===== src/rtl/agu_pkg.sv =====
package agu_pkg;
  typedef enum logic [1:0] {
    AGU_LIN  = 2'd0,
    AGU_CIRC = 2'd1,
    AGU_BREV = 2'd2,
    AGU_RSVD = 2'd3
  } agu_mode_e;
endpackage


===== src/rtl/agu_modulo.sv =====
// Circular update: keeps the register inside [base, base+len-1].
module agu_modulo #(
  parameter int AW = 16
) (
  input  logic [AW-1:0] cur,
  input  logic [AW-1:0] step,
  input  logic [AW-1:0] base,
  input  logic [AW-1:0] len,
  output logic [AW-1:0] nxt
);
  localparam int EW = AW + 2;

  logic [AW-1:0]        off;
  logic signed [EW-1:0] sum;
  logic signed [EW-1:0] len_x;
  logic signed [EW-1:0] fixed;

  always_comb begin
    off   = cur - base;
    len_x = signed'({2'b00, len});
    sum   = signed'({2'b00, off}) + signed'({{2{step[AW-1]}}, step});
    if (sum < 0)
      fixed = sum + len_x;
    else if (sum >= len_x)
      fixed = sum - len_x;
    else
      fixed = sum;
    nxt = base + fixed[AW-1:0];
  end
endmodule


===== src/rtl/agu_revcarry.sv =====
// Bit-reverse update: the step is added inside the field selected by len-1,
// with the carry moving from the field's top bit toward bit 0.
module agu_revcarry #(
  parameter int AW = 16
) (
  input  logic [AW-1:0] cur,
  input  logic [AW-1:0] step,
  input  logic [AW-1:0] len,
  output logic [AW-1:0] nxt
);
  logic [AW-1:0] mask;
  logic [AW-1:0] rc, rs, rsum, back;

  always_comb begin
    mask = len - 1'b1;
    for (int i = 0; i < AW; i++) begin
      rc[AW-1-i] = cur[i] & mask[i];
      rs[AW-1-i] = step[i] & mask[i];
    end
    // Field bit 0 sits at the top after reversal, so the carry leaves the word there.
    rsum = rc + rs;
    for (int i = 0; i < AW; i++)
      back[i] = rsum[AW-1-i];
    nxt = (cur & ~mask) | (back & mask);
  end
endmodule


===== src/rtl/dsp_agu.sv =====
module dsp_agu
  import agu_pkg::*;
#(
  parameter int AW = 16
) (
  input  logic          clk,
  input  logic          rst_n,
  input  logic          ld_addr,
  input  logic [AW-1:0] addr_in,
  input  logic          ld_step,
  input  logic [AW-1:0] step_in,
  input  logic          ld_base,
  input  logic [AW-1:0] base_in,
  input  logic          ld_len,
  input  logic [AW-1:0] len_in,
  input  logic [1:0]    mode,
  input  logic          pre_mod,
  input  logic          adv,
  output logic [AW-1:0] addr_out,
  output logic          addr_vld
);
  logic [AW-1:0] ar_q, step_q, base_q, len_q;
  logic [AW-1:0] a_eff, s_eff, b_eff, l_eff;
  logic [AW-1:0] lin_nxt, circ_nxt, brev_nxt, nxt;
  agu_mode_e     mode_e;

  // Same-cycle loads are forwarded so an advance sees the new values.
  assign a_eff = ld_addr ? addr_in : ar_q;
  assign s_eff = ld_step ? step_in : step_q;
  assign b_eff = ld_base ? base_in : base_q;
  assign l_eff = ld_len  ? len_in  : len_q;

  assign lin_nxt = a_eff + s_eff;

  agu_modulo #(.AW(AW)) u_modulo (
    .cur(a_eff), .step(s_eff), .base(b_eff), .len(l_eff), .nxt(circ_nxt)
  );

  agu_revcarry #(.AW(AW)) u_revcarry (
    .cur(a_eff), .step(s_eff), .len(l_eff), .nxt(brev_nxt)
  );

  always_comb begin
    mode_e = agu_mode_e'(mode);
    unique case (mode_e)
      AGU_CIRC: nxt = circ_nxt;
      AGU_BREV: nxt = brev_nxt;
      default:  nxt = lin_nxt;
    endcase
  end

  always_ff @(posedge clk or negedge rst_n) begin
    if (!rst_n) begin
      ar_q     <= '0;
      step_q   <= '0;
      base_q   <= '0;
      len_q    <= '0;
      addr_out <= '0;
      addr_vld <= 1'b0;
    end else begin
      step_q   <= s_eff;
      base_q   <= b_eff;
      len_q    <= l_eff;
      ar_q     <= adv ? nxt : a_eff;
      addr_vld <= adv;
      if (adv)
        addr_out <= pre_mod ? nxt : a_eff;
    end
  end
endmodule


===== config.mk =====
export PLATFORM = sky130hd
export DESIGN_NAME = dsp_agu
export DESIGN_NICKNAME = d
export VERILOG_FILES = /design/src/rtl/agu_pkg.sv /design/src/rtl/agu_modulo.sv /design/src/rtl/agu_revcarry.sv /design/src/rtl/dsp_agu.sv
export SDC_FILE = /design/constraint.sdc
export NUM_CORES = 1
export LEC_CHECK = 0
export BUFFER_PORTS_ARGS = -buffer_cell sky130_fd_sc_hd__buf_2
export CORE_ASPECT_RATIO = 0.5
export CORE_MARGIN = 1.5
export CORE_UTILIZATION = 45
export CTS_CLUSTER_DIAMETER = 200
export DETAILED_ROUTE_END_ITERATION = 16
export GPL_TIMING_DRIVEN = 0
export SLEW_MARGIN = 20
export SYNTH_ARGS = -nofsm -noshare
export SYNTH_HDL_FRONTEND = slang
export SYNTH_SLANG_ARGS = --single-unit

===== constraint.sdc =====
create_clock -name clk -period 16.95 [get_ports clk]
set_clock_uncertainty 0.15 [all_clocks]
set_input_delay 1.695 -clock clk [delete_from_list [all_inputs] [get_ports clk]]
set_output_delay 1.695 -clock clk [all_outputs]
set_load 0.01 [all_outputs]

## After elaboration in Yosys (flattened, before gate mapping)

Cells that the tools add are included.

| operators by class | value |
|---|---|
| equality and inequality tests | 2 |
| mux-type cells | 9 |
| $lt $le $gt $ge | 2 |
| bitwise gates (word level) | 36 |
| add/subtract/negate cells | 8 |

Operators by type and width:

| operator | number |
|---|---|
| two-way mux 16 bit | 8 |
| adder 16 bit | 4 |
| AND 1 bit | 32 |
| AND 16 bit | 2 |
| one-hot mux 16 bit (2 select lines) | 1 |
| subtractor 16 bit | 2 |
| adder 17 x 16 -> 18 bit | 1 |
| greater-or-equal comparator 18 x 17 -> 1 bit | 1 |
| < comparator 18 x 1 -> 1 bit (second input constant) | 1 |
| inverter 16 bit | 1 |
| OR 16 bit | 1 |
| subtractor 16 x 1 -> 16 bit (second input constant) | 1 |
| equality test 2 x 1 -> 1 bit (second input constant) | 1 |
| equality test 2 bit (second input constant) | 1 |

| storage, ports and cells | value |
|---|---|
| bits of input ports | 74 |
| word-level logic and storage cells | 63 |
| flip-flop bits (word level) | 81 |

## Depth between registers and ports, before layout

| logic depth | value |
|---|---|
| word-level depth | 9 |
| depth in mapped cells | 46 |
| mapped depth without buffers | 42 |

## Cells and area by module

A second synthesis with hierarchy kept.

| second synthesis, totals | value |
|---|---|
| cells, all modules | 1159 |
| area, all modules | 9728.1 µm² |

Modules (own cells, without submodules):

| module | times used | cells an instance | area each (µm²) |
|---|---|---|---|
| dsp_agu | 1 | 408 | 4393.0 |
| agu_modulo | 1 | 549 | 3938.8 |
| agu_revcarry | 1 | 202 | 1396.3 |

## Least setup slack after synthesis

No wires, ideal clock.

| path | value |
|---|---|
| path type | input port to flip-flop |
| start | input ld_addr |
| end | register ar_q[15] |
| stages | 41 |
| arrival | 9.701 ns |
| library setup time | 0.137 ns |
| slack | 6.962 ns |
| cell sequence | clkbuf_1 -> buf_2 -> mux2i_1 -> ha_1 -> inv_1 -> fa_1 -> a21o_1 -> a21oi_1 -> o21bai_1 -> a21oi_1 -> o21bai_1 -> a21oi_1 -> o21ai_1 -> or4_1 -> nand2_1 -> xnor2_1 -> ha_1 -> a21o_1 -> [5 not listed] -> a21oi_1 -> nand4bb_1 -> buf_2 -> nand2b_1 -> clkbuf_1 -> o22ai_1 -> a21oi_1 -> ha_1 -> o21a_1 -> o21ai_0 -> o31ai_1 -> a211oi_1 -> o21bai_1 -> a21oi_1 -> xnor2_1 -> a211o_1 -> a41oi_1 -> a21oi_1 |

| on the way | value |
|---|---|
| longest elaborated chain between the ends | 9 |
| elaborated cells on any way between the ends | 18 |
| classes of those cells | 7 x add/sub; 2 x order compare; 5 x mux; 4 x bitwise |

Ends and longest elaborated chain:

| element | line | text |
|---|---|---|
| from (decl) | dsp_agu.sv:8 | `input logic ld_addr,` |
| two-way mux 16 bit (*) | dsp_agu.sv:28 | `assign a_eff = ld_addr ? addr_in : ar_q;` |
| subtractor 16 bit | agu_modulo.sv:19 | `off = cur - base;` |
| adder 17 x 16 -> 18 bit | agu_modulo.sv:21 | `sum = signed'({2'b00, off}) + signed'({{2{step[AW-1]}}, step});` |
| subtractor 16 bit / greater-or-equal comparator 18 x 17 -> 1 bit (equally long branches) | agu_modulo.sv:25, agu_modulo.sv:24 |  |
| two-way mux 16 bit | agu_modulo.sv:24 | `else if (sum >= len_x)` |
| two-way mux 16 bit | agu_modulo.sv:22 | `if (sum < 0)` |
| adder 16 bit | agu_modulo.sv:28 | `nxt = base + fixed[AW-1:0];` |
| one-hot mux 16 bit (2 select lines) | dsp_agu.sv:45 | `unique case (mode_e)` |
| two-way mux 16 bit (*) | dsp_agu.sv:64 | `ar_q <= adv ? nxt : a_eff;` |
| to (signal assigned) | dsp_agu.sv:64 |  |
| to (decl) | dsp_agu.sv:22 | `logic [AW-1:0] ar_q, step_q, base_q, len_q;` |

Every way passes the cells marked *; elsewhere a longest branch is shown, timed or not.
A chain may end at the register's enable or synchronous reset.

## Worst setup path in the final report

Same ends and word-level chain as after synthesis.

==> results.md <==
- Xor-xnor portion of the synthesized cell area: 0.0634
- Proportion of synthesized area in mux cells: 0.0889
- Post-Syn Area: 0.00965 sq mm
- Number of flops mapped to enable cells by yosys: 0
- Number of clock buffers inserted by TritonCTS: 9
- Crit path arrival time: about 12 ns
- Worst slack at placement: 4.58 ns
- Setup fix buffers added after clock tree synthesis: 0
- CTS H-Tree Depth: 3
- Post-synthesis net count: around 1400
- DRC violations left: 0
- Dominant synthesized flop cell: sky130_fd_sc_hd__dfrtp_1
- Initial DRC count: approximately 1000
- Clock slew at reported path FFs: approximately 0.070 ns
- Maximum number of pins on one net before global-route repair: 43
- Post-DR wirelength/cell: between 20 and 25 um
- RSZ-0062 raised after global routing: no
- Critical Path RT: 17.03 ns
- Path type of the worst setup path: in2reg
- Number of hold violations in the final report: 0
- Vertical die dimension: 107 um
- Final ANT Viol Nets: 0
- First-pass GRT wire length: 47.7 mm
- TritonCTS clock tree: yes
- Via count of the first global-routing pass: around 8500
- Simple-gate share of the synthesized area: 0.167
- Share of final-layout standard cells stronger than drive strength 1: 0.143
- Maximum Capacitance Violations: 0
- Relative max-transition margin: 0.415
- Final setup TNS: 0 ns
- Clock Tree Buf Depth: 2
- Mean area per synthesized cell: 8.24 sq um
- Status: completed
- Placed wire-length estimate after detailed placement: between 20 and 30 mm
- Worst setup path endpoint: ar_q[15]
- Largest family of logic cells by synthesized area: compound AO/OA/AOI/OAI gates
- Buffers added on ports: 86
- Initial Utilization: 0.464
- Highest-delay cell along the critical path: sky130_fd_sc_hd__mux2i_1
- Kind of capture point of the worst setup path: flip-flop
- Area of the die: roughly 0.022 sq mm
- First element of the critical path: ld_addr
- Worst stage delay on the critical path: 0.77 ns
- Capture point of the worst reg-to-reg path: ar_q[15]
- Die W: 210 um
- Crit-path most repeated cell: sky130_fd_sc_hd__a21oi_1
- Yosys warnings: 0
- Worst Path Max Fanout: 10
- Placeable core region: 0.0208 sq mm
- Worst hold path class: reg2reg
- Drt first pass iters: 5
- Minimum setup slack in the final design: about 4.8 ns
- Post-Route WL: between 30 and 40 mm
- Total stage count of the critical path: 45
- Site Rows: 37
- Final setup violation count: 0
- Crit path buf inv count: 6
- Net total in the final layout: approximately 1500
- Pins over their slew limit: 0
- # IOs: 91
- Share of async-settable or async-resettable flops after synthesis: 1.00
- Area added between synthesis and finish: 11.5%
- Number of non-filler instances in the completed layout: around 1500
- Area share of fa/ha/maj cells after synthesis: 0.162
- Number of vias in the routed layout: 9210
- Seq/Total Area, Yosys: 0.210
- #FFs+latches synth: just over 80
- Antenna violations before repair: 0
- Resized cells post-CTS: 0
- Worst skew pair latency: roughly 0.37 ns
- Setup crit start kind: primary input
- Remaining Overflow, GRT: 0
- Number of antenna cells inserted: 0
- Hold buffer count at CTS: 0
- Most frequent cells in the layout: sky130_fd_sc_hd__a21oi_1, sky130_fd_sc_hd__ha_1, sky130_fd_sc_hd__buf_2
- Final estimated routing congestion in global placement: between 0.9 and 1
- Number of sinks on the clock net: around 80
- Synth unique cells: 86
- Origin of the critical flop-to-flop path: ar_q[0]
- Actual transition at the worst max-transition pin: ~0.85 ns
- Vias per inst: approximately 6
- Cell count after synthesis: 1171
- Number of cells on the worst reg-to-reg path: 43
- Final period utilization: 0.718
- Post-placement cell count: between 1500 and 2000
- Maximum clock frequency: 82.2 MHz
- Compound-cell area share of the yosys netlist: 0.251
- Clk root buf: sky130_fd_sc_hd__clkbuf_16
- Final period demand of the worst path: around 12 ns
- FF-to-FF setup slack: around 6.7 ns
- Gate family responsible for the most delay along the worst path: compound AO/OA/AOI/OAI gates
- Global-route total usage across every layer: 0.284
## synth_stat cells, drive strengths merged (27+ instances only)
cell type / count / share of area
a21o: 29 / 0.023
a21oi: 116 / 0.061
dfrtp: 81 / 0.21
ha: 114 / 0.15
inv: 96 / 0.037
mux2: 27 / 0.032
mux2i: 49 / 0.057
nand2: 66 / 0.026
nor2: 96 / 0.037
nor2b: 31 / 0.020
nor3: 31 / 0.018
o21ai: 65 / 0.034
xnor2: 53 / 0.049
## layer usage
| layer | track usage | vias up | wire [um] |
|---|---|---|---|
| met5 | 0 | - | 0 |
| li1 | - | 4436 | - |
| met3 | 0.0490 | 33 | 2720 |
| met1 | 0.441 | 4399 | 15900 |
| met2 | 0.399 | 342 | 12300 |
| met4 | 0.0658 | 0 | 449 |
## flip-flops by register name (all words and copies together), names as in the netlist
signal	flops
addr_out	16
addr_vld	1
ar_q	16
base_q	16
len_q	16
step_q	16
## cell families (layout without fill, tap and decap cells)
| logic type | Yosys count | after routing |
|---|---|---|
| fa+ha+maj | 121 | 121 |
| compound gates | 370 | 370 |
| mux | 76 | 76 |
| xor+xnor | 69 | 69 |
| buf+inv | 137 | 239 |
| flops | 81 | 81 |
| simple gates | 317 | 317 |
## worst reg2reg max path: cells and delay by family (launching register included)
kind | cells | cell delay (ns)
AO/OA/AOI/OAI | 23 | 4.54
adder cells (fa/ha/maj) | 5 | 1.67
AND/OR/NAND/NOR | 7 | 1.11
buffers and inverters | 4 | 0.97
XOR/XNOR | 3 | 0.67
multiplexers | 1 | 0.64
flip-flops | 1 | 0.36
## per-stage QoR
| stage | util | hold slack, ns | area (sq um) |
|---|---|---|---|
| after floorplan | - | 0.326 | 9650 |
| after global placement | 0.502 | 0.331 | 10400 |
| after detailed placement | 0.503 | 0.340 | 10400 |
| after CTS | 0.518 | 0.358 | 10800 |
| after global routing | 0.518 | 0.373 | 10800 |
| final | 0.518 | 0.351 | 10800 |
## final cells by class
type                            instances  area [sq um]
Buffer                                 40           194
Sequential cell                        81          2030
Inverter                               97           364
Multi-Input combinational cell        953          7070
Timing Repair Buffer                   87           453
Fill cell                            2010         10000
Clock buffer                            9           225
Tap cell                              273           342
Clock inverter                          6          91.3
## worst min path at each step
stage / startpoint / endpoint / slack [ns] / cells past startpoint
3_3_place_gp: addr_out[2] / addr_out[2] / 0.33 / 1
4_1_cts: addr_out[2] / addr_out[2] / 0.36 / 1
2_1_floorplan: base_q[10] / base_q[10] / 0.33 / 2
5_1_grt: addr_out[13] / addr_out[13] / 0.37 / 1
6_report: addr_out[13] / addr_out[13] / 0.35 / 1
3_5_place_dp: addr_out[2] / addr_out[2] / 0.34 / 1
Power is not shown: default switching activity piles up to over one toggle a cycle in this logic, so the estimate is an artifact.
